**src/rtl/sysctl_pkg.sv**
```systemverilog
package sysctl_pkg;

  localparam int XLEN   = 32;
  localparam int NREG   = 8;
  localparam int RIDX_W = 4;

  typedef enum logic [2:0] {
    ACT_IDLE  = 3'd0,
    ACT_QUIET = 3'd1,
    ACT_TRAP  = 3'd2,
    ACT_READ  = 3'd3,
    ACT_WRITE = 3'd4
  } act_e;

  typedef struct packed {
    logic              dir_rd;
    logic [RIDX_W-1:0] crn;
    logic [RIDX_W-1:0] core_idx;
  } xfer_t;

  // Instruction shape recognised as a transfer to coprocessor 15.
  function automatic logic is_sysctl_xfer(input logic [XLEN-1:0] w);
    return (w[27:24] == 4'b1110) && (w[11:8] == 4'b1111) && w[4];
  endfunction

  function automatic xfer_t split_fields(input logic [XLEN-1:0] w);
    xfer_t f;
    f.dir_rd   = w[20];
    f.crn      = w[19:16];
    f.core_idx = w[15:12];
    return f;
  endfunction

  // Register numbers 0..7 that respond; 4 is a hole.
  function automatic logic reg_known(input logic [RIDX_W-1:0] n);
    return (n[3] == 1'b0) && (n != 4'd4);
  endfunction

  // Registers that keep written data.
  function automatic logic reg_holds(input logic [RIDX_W-1:0] n);
    return (n == 4'd1) || (n == 4'd2) || (n == 4'd3) || (n == 4'd6);
  endfunction

  // Bits kept on write; everything else is stored as zero.
  function automatic logic [XLEN-1:0] keep_bits(input logic [RIDX_W-1:0] n);
    logic [XLEN-1:0] m;
    case (n)
      4'd1:    m = {{(XLEN-9){1'b0}}, 9'h1FF};
      4'd2:    m = {{(XLEN-14){1'b1}}, 14'h0};
      4'd3:    m = '1;
      4'd6:    m = {{(XLEN-12){1'b1}}, 12'h0};
      default: m = '0;
    endcase
    return m;
  endfunction

endpackage

```
**src/rtl/sysctl_decode.sv**
```systemverilog
module sysctl_decode
  import sysctl_pkg::*;
(
  input  logic              insn_valid,
  input  logic [XLEN-1:0]   insn,
  input  logic              cond_pass,
  input  logic              priv_mode,
  output logic              claim,
  output act_e              act,
  output logic [RIDX_W-1:0] crn,
  output logic [RIDX_W-1:0] core_idx
);

  xfer_t f;

  always_comb begin
    f        = split_fields(insn);
    crn      = f.crn;
    core_idx = f.core_idx;
    claim    = insn_valid && is_sysctl_xfer(insn);
    if (!claim)
      act = ACT_IDLE;
    else if (!cond_pass)
      act = ACT_QUIET;
    else if (!priv_mode || f.crn[3])
      act = ACT_TRAP;
    else if (!reg_known(f.crn))
      act = ACT_QUIET;
    else if (f.dir_rd)
      act = ACT_READ;
    else
      act = ACT_WRITE;
  end

endmodule

```
**src/rtl/sysctl_regs.sv**
```systemverilog
module sysctl_regs
  import sysctl_pkg::*;
#(
  parameter logic [XLEN-1:0] ID_WORD = 32'h5C0F_1A01
) (
  input  logic              clk,
  input  logic              rst_n,
  input  act_e              act,
  input  logic [RIDX_W-1:0] crn,
  input  logic [RIDX_W-1:0] core_idx,
  input  logic [XLEN-1:0]   wr_data,
  output logic [NREG-1:0]   wr_en,
  output logic              rd_valid,
  output logic [XLEN-1:0]   rd_data,
  output logic [RIDX_W-1:0] rd_dest,
  output logic              tlb_flush,
  output logic              cache_flush,
  output logic [NREG-1:0][XLEN-1:0] regs
);

  localparam logic [RIDX_W-1:0] TLB_REG   = 4'd5;
  localparam logic [RIDX_W-1:0] CACHE_REG = 4'd7;

  logic            do_wr;
  logic            do_rd;
  logic [XLEN-1:0] rd_mux;

  assign do_wr = (act == ACT_WRITE);
  assign do_rd = (act == ACT_READ);

  always_comb begin
    wr_en = '0;
    if (do_wr && reg_holds(crn))
      wr_en[crn[2:0]] = 1'b1;
  end

  for (genvar i = 0; i < NREG; i++) begin : g_reg
    if (reg_holds(RIDX_W'(i))) begin : g_store
      logic [XLEN-1:0] q;
      always_ff @(posedge clk or negedge rst_n) begin
        if (!rst_n)
          q <= '0;
        else if (wr_en[i])
          q <= wr_data & keep_bits(RIDX_W'(i));
      end
      assign regs[i] = q;
    end else begin : g_none
      assign regs[i] = '0;
    end
  end

  always_comb begin
    if (crn == 4'd0)
      rd_mux = ID_WORD;
    else
      rd_mux = regs[crn[2:0]];
  end

  always_ff @(posedge clk or negedge rst_n) begin
    if (!rst_n) begin
      rd_valid    <= 1'b0;
      rd_data     <= '0;
      rd_dest     <= '0;
      tlb_flush   <= 1'b0;
      cache_flush <= 1'b0;
    end else begin
      rd_valid    <= do_rd;
      tlb_flush   <= do_wr && (crn == TLB_REG);
      cache_flush <= do_wr && (crn == CACHE_REG);
      if (do_rd) begin
        rd_data <= rd_mux;
        rd_dest <= core_idx;
      end
    end
  end

endmodule

```
**src/rtl/sysctl_xfer_unit.sv**
```systemverilog
module sysctl_xfer_unit
  import sysctl_pkg::*;
#(
  parameter logic [31:0] ID_WORD = 32'h5C0F_1A01
) (
  input  logic        clk,
  input  logic        rst_n,
  input  logic        insn_valid,
  input  logic [31:0] insn,
  input  logic        cond_pass,
  input  logic        priv_mode,
  input  logic [31:0] wr_data,
  output logic        accept,
  output logic        undef_trap,
  output logic [7:0]  cfg_wr_en,
  output logic        rd_valid,
  output logic [31:0] rd_data,
  output logic [3:0]  rd_dest,
  output logic        tlb_flush,
  output logic        cache_flush,
  output logic [31:0] ctl_q,
  output logic [31:0] tbase_q,
  output logic [31:0] dom_q,
  output logic [31:0] fault_q
);

  act_e              act;
  logic [RIDX_W-1:0] crn;
  logic [RIDX_W-1:0] core_idx;
  logic [NREG-1:0][XLEN-1:0] regs;

  // Named internal events for the checker.
  logic ev_read;
  logic ev_write;
  logic ev_quiet;

  sysctl_decode u_dec (
    .insn_valid (insn_valid),
    .insn       (insn),
    .cond_pass  (cond_pass),
    .priv_mode  (priv_mode),
    .claim      (accept),
    .act        (act),
    .crn        (crn),
    .core_idx   (core_idx)
  );

  sysctl_regs #(.ID_WORD(ID_WORD)) u_regs (
    .clk         (clk),
    .rst_n       (rst_n),
    .act         (act),
    .crn         (crn),
    .core_idx    (core_idx),
    .wr_data     (wr_data),
    .wr_en       (cfg_wr_en),
    .rd_valid    (rd_valid),
    .rd_data     (rd_data),
    .rd_dest     (rd_dest),
    .tlb_flush   (tlb_flush),
    .cache_flush (cache_flush),
    .regs        (regs)
  );

  assign undef_trap = (act == ACT_TRAP);
  assign ev_read    = (act == ACT_READ);
  assign ev_write   = (act == ACT_WRITE);
  assign ev_quiet   = (act == ACT_QUIET);

  assign ctl_q   = regs[1];
  assign tbase_q = regs[2];
  assign dom_q   = regs[3];
  assign fault_q = regs[6];

endmodule

```
**config.mk**
```make
export PLATFORM = sky130hd
export DESIGN_NAME = sysctl_xfer_unit
export DESIGN_NICKNAME = d
export VERILOG_FILES = /design/src/rtl/sysctl_pkg.sv /design/src/rtl/sysctl_decode.sv /design/src/rtl/sysctl_regs.sv /design/src/rtl/sysctl_xfer_unit.sv
export SDC_FILE = /design/constraint.sdc
export NUM_CORES = 1
export LEC_CHECK = 0
export BUFFER_PORTS_ARGS = -buffer_cell sky130_fd_sc_hd__buf_2
export CORE_MARGIN = 1.5
export CORE_UTILIZATION = 43
export CTS_CLUSTER_SIZE = 14
export DETAILED_ROUTE_END_ITERATION = 8
export PLACE_DENSITY = 0.78
export SETUP_SLACK_MARGIN = 0.2
export SYNTH_ARGS = -nofsm -noshare
export SYNTH_HDL_FRONTEND = slang
export SYNTH_SLANG_ARGS = --single-unit
```
**constraint.sdc**
```tcl
create_clock -name clk -period 1.3 [get_ports clk]
set_input_delay 0.13 -clock clk [delete_from_list [all_inputs] [get_ports clk]]
set_output_delay 0.13 -clock clk [all_outputs]
set_load 0.005 [all_outputs]
```
-- Word level (Yosys, flattened, before mapping)
Cells that the tools add are included.
- bits in registers: 118
- latch bits: 0
- RAM bits: 0
- memory bits (read-only): 0
- input bits: 69
- output and inout port bits: 177
- word-level logic and storage cells: 49
- memories kept: 0
- $add $sub $neg: 0
- multiply operators: 0
- div/mod/pow operators: 0
- order comparisons: 2
- eq/ne operators: 12
- shift-type cells: 0
- muxes and demuxes: 11
- bitwise gates (word level): 1
- reduce and logical (&&, ||, !) cells: 14
- operators by type and width (operator ; number):
    32-bit binary-select mux with 3-bit select ; 1
    32-bit 2-to-1 mux ; 2
    3-bit 2-to-1 mux ; 5
    4-bit by 3-bit == test with 1-bit output, second input constant ; 3
    4-bit by 2-bit == test with 1-bit output, second input constant ; 2
    4-bit == test, second input constant ; 2
    1-bit logical AND ; 8
    8-bit 2-to-1 mux ; 1
    3-bit by 2-bit == test with 1-bit output, second input constant ; 2
    4-bit by 1-bit == test with 1-bit output, second input constant ; 1
    4-bit logical NOT ; 1
    1-bit logical OR ; 4
    3-bit by 4-bit < comparator with 1-bit output, second input constant ; 1
    4-bit by 3-bit != test with 1-bit output, second input constant ; 1
    1-bit demux with 3-bit select ; 1
    3-bit == test, second input constant ; 1
    3-bit by 1-bit greater-or-equal comparator with 1-bit output, second input constant ; 1
    1-bit logical NOT ; 1
    1-bit 2-to-1 mux ; 1
    1-bit inverter ; 1

-- Depth between registers and ports, before layout
- depth after elaboration: 9
- depth in mapped cells: 7
- depth with buffers taken out: 4

-- By module
From an unflattened synthesis, not the netlist that was laid out.
- cell total of the unflattened synthesis: 586
- area, all modules: 6501.2 um^2
- modules (own cells, without submodules) (module ; instances ; cells an instance ; area each (um^2) ; sequential area each (um^2)):
    sysctl_regs ; 1 ; 564 ; 6329.8 ; 2952.8
    sysctl_decode ; 1 ; 21 ; 158.9 ; 0.0
    sysctl_xfer_unit ; 1 ; 1 ; 12.5 ; 0.0

-- Worst setup path before layout
Ideal clock, no wire load.
- path type: input-to-reg
- start: in insn[10]
- end: reg u_regs.rd_data[0]
- data arrival time: 1553 ps
- path slack: -378 ps
- stages: 6
- cell sequence: nand4_2 -> or4_4 -> or2_1 -> buf_6 -> buf_12 -> mux2_4
- word-level cells in the longest chain between the ends: 6
- ends and longest elaborated chain (what ; RTL line ; source):
    start: declaration ; sysctl_xfer_unit.sv:9 ; input logic [31:0] insn,
    4-bit == test ; sysctl_pkg.sv:23 ; return (w[27:24] == 4'b1110) && (w[11:8] == 4'b1111) && w[4];
    1-bit logical AND (2 in series) ; sysctl_pkg.sv:23 ;
    1-bit logical AND ; sysctl_decode.sv:20 ; claim = insn_valid && is_sysctl_xfer(insn);
    3-bit 2-to-1 mux ; sysctl_decode.sv:21 ; if (!claim)
    3-bit by 2-bit == test with 1-bit output ; sysctl_regs.sv:29 ; assign do_rd = (act == ACT_READ);
    end signal: assignment ; sysctl_regs.sv:71 ; rd_data <= rd_mux;
    end: declaration ; sysctl_regs.sv:14 ; output logic [XLEN-1:0] rd_data,
Every way passes these cells.
A chain may end at the register's enable or synchronous reset.

-- Worst setup path in the final report
- start: in insn[10]
- end: reg u_regs.rd_data[1]
The elaborated chain is that of the path after synthesis.

==> metrics.yaml <==
power_and_ir_drop:
  p_clk_share_pct: 50.6
  p_seq_share_pct: 43.1
  vdd_drop_max_mv: 0.928
  switching_power_mw: 1.91
  p_comb_share_pct: 6.3
  cellLeakagePower_nw: 4.98
  p_int_mw: 6.62
  swShare_pct: 22.4
  power.density_nw_per_um2: 981
run_status:
  outcome: "finished, violations left"
  violations: "negative setup slack"
finish:
  multi_input_area_sq_um: 2480
  seqCellArea_sq_um: 2950
  diodes: 0
  area_delta_synth_final_pct: 56.5
  final_cells: 911
  nets: 796
  fillers: 814
  drive_above_1_share_pct: 58.5
critical_path:
  crit_type: "in2reg"
  crit_path_end_kind: "register"
  crit_path_max_fanout: 8
  required_ps: 1590
  start_kind: "input pin"
  arrival_ps: 1730
sta:
  min_period_over_period_pct: 111
  finalSetupViolCount: 102
  max_freq_mhz: 693
  fin_crit_ps: 1440
  finalHoldViolCount: 0
  rsz0062_at_grt: "yes"
  maxSlewViolCount: 0
  tns_ps: -8490
  worst_clock_skew_ps: 9.50
  setup_ws_ps: -143
place:
  hpwl_microns: 9800
  port_buffers: 178
  pre_cts_ws_ps: -543
  dp.cells: 788
  gp_congestion: 0.853
clocking:
  worstSkewPairLatency_ps: 420
  cts_sinks: 118
  htreeDepth: 4
  tritoncts: "done"
  cts_buffers: 17
  cts_root_buffer: "clkbuf_16"
  path_clk_slew_ps: 50
  clk_path_buf_depth: 2
yosys:
  synth.avg_cell_area_sq_um: 13.0
  synth-edff-count: 0
  ys_seq_area_share_pct: 53.1
  synth_fa_ha_area_share_pct: 0
  synthesis.area_sq_um: 5570
  syn_inst: 428
  synth.distinct_cells: 37
  synth-xor-area-share_pct: 0
  synthFlopType: "dfrtp_1"
  synth_top_family_by_area: "multiplexers"
  synth_compound_area_share_pct: 6.56
  synthArstFlopShare_pct: 100
  synth_seq_cells: 118
  synthMuxAreaShare_pct: 24.1
  synthSimpleGateAreaFrac_pct: 6.12
  yosysWarnings: 0
drt:
  drtAntennaViolNets: 0
  routed_wl_microns: 17400
  vias: 4584
  vias_per_cell: 5.03
  wl_per_cell_microns: 19.1
  initialDrtViolationCount: 298
  drc: 0
  dr.pass1.iters: 5
hold_path:
  hp-class: "in2reg"
floorplanning:
  chipHeight_microns: 117
  die_w_microns: 117
  coreArea_sq_um: 12600
  start_util_pct: 44.1
  dieArea_sq_um: 13600
  ios: 246
  row_count: 41
global_route:
  grt_pass1_vias: 4645
  grt_max_degree: 40
  grt_pass1_wl_microns: 24900
  grt.total_usage_pct: 25.2
  antenna_found_initial: 1
  grt_overflow: 0
run:
  maxCapViolCount: 0
-- repair_timing --
action | 4_1_cts | 5_1_grt
buffers inserted | 25 | 20
endpoints found under the setup margin | 132 | 176
endpoints found under the hold margin | 201 | 0
hold buffers | 37 | 0
pin swaps | 11 | 2
cloned | 9 | 1
resized for setup | 91 | 17
-- synth_stat cells (2+ instances only) --
library cell / n / share of area [%]
and3b_1: 2 / 0.31
o2bb2ai_1: 9 / 1.4
buf_4: 53 / 7.1
clkbuf_1: 15 / 1.0
a22o_1: 9 / 1.4
mux2i_1: 10 / 1.8
nor2_1: 4 / 0.27
inv_1: 7 / 0.47
nor3b_2: 2 / 0.45
buf_12: 2 / 0.72
nand2_1: 28 / 1.9
mux2_4: 19 / 5.1
a22oi_1: 10 / 1.3
buf_2: 4 / 0.36
nand3_1: 9 / 0.81
o21ai_0: 23 / 2.1
dfrtp_1: 118 / 53
mux2_2: 85 / 17
-- cell families after synthesis --
family                 count (synthesis)
AO/OA/AOI/OAI                         53
buffers and inverters                 84
flip-flops                           118
multiplexers                         114
other                                  1
AND/OR/NAND/NOR                       58
-- cell type report --
type	instances	share of cell area, %
sequential	118	33.9
timing repair buffer	305	28.5
multi-input combinational	278	28.5
clock buffer	22	5.33
tap	172	2.47
clock inverter	9	0.905
inverter	7	0.359
-- flip-flops by register name (all words and copies together) (netlist names) --
name                flops
u_regs.g.g_store.q     79
u_regs.tlb_flush        1
u_regs.rd_valid         1
u_regs.cache_flush      1
u_regs.rd_data         32
u_regs.rd_dest          4
-- cell usage in the layout (no fill, tap or decap), types with 12 or more instances in the layout --
cell	Yosys	layout
dlygate4sd3_1	0	37
buf_6	1	19
nand2_1	28	24
clkbuf_16	0	18
conb_1	1	53
buf_4	53	50
buf_2	4	167
dfrtp_1	118	118
buf_12	2	17
o21ai_0	23	12
mux2_4	19	42
mux2_2	85	62
-- final timing paths --
path / slack, ps / from / cells after the start / end
max reg2reg: 160 / u_regs.g_reg[2].g_store.q[25] / 5 / u_regs.rd_data[25]
min reg2reg: 500 / u_regs.rd_data[2] / 1 / u_regs.rd_data[2]
max in group asynchronous: 610 / rst_n / 3 / u_regs.g_reg[3].g_store.q[30]
min in group asynchronous: 150 / rst_n / 2 / u_regs.g_reg[2].g_store.q[27]
min: 110 / cond_pass / 4 / u_regs.rd_valid
max: -140 / insn[10] / 7 / u_regs.rd_data[1]
-- per-layer routing --
layer / track usage (%) / part of all wire [%] / routed length (microns) / up-vias
met1: 28.1 / 37 / 6490 / 2270
met2: 43.9 / 52 / 8980 / 263
met4: 11.0 / 2.8 / 494 / 2
met5: 0 / 0.075 / 13 / -
met3: 8.35 / 8.0 / 1390 / 42
li1: - / - / - / 2007
-- power groups by stage --
stage          registers [mW]  clock network [mW]  logic [mW]
5_1_grt                  3.68                4.56       0.593
3_3_place_gp             3.74                   0       0.389
4_1_cts                  3.68                4.36       0.512
3_5_place_dp             3.74                   0       0.400
2_1_floorplan            3.74                   0       0.240
6_report                 3.68                4.32       0.535
-- per-stage QoR --
stage                     instance area [sq um]  hold WS, ps  power (mW)  util, %
final                                      8710          106        8.54     69.0
after global routing                       8710          103        8.83     69.0
after CTS                                  8410         73.6        8.55     66.7
after detailed placement                   6730         29.7        4.14     53.3
after global placement                     6730         24.9        4.13     53.3
after floorplan                            5840         -166        3.98        -
-- critical path, stage by stage --
cell,delay (ps)
buf_8,70
nand4_4,120
or4_4,510
or2_4,300
buf_12,140
buf_16,150
mux2_4,290
(Power assumes the default switching activity.)
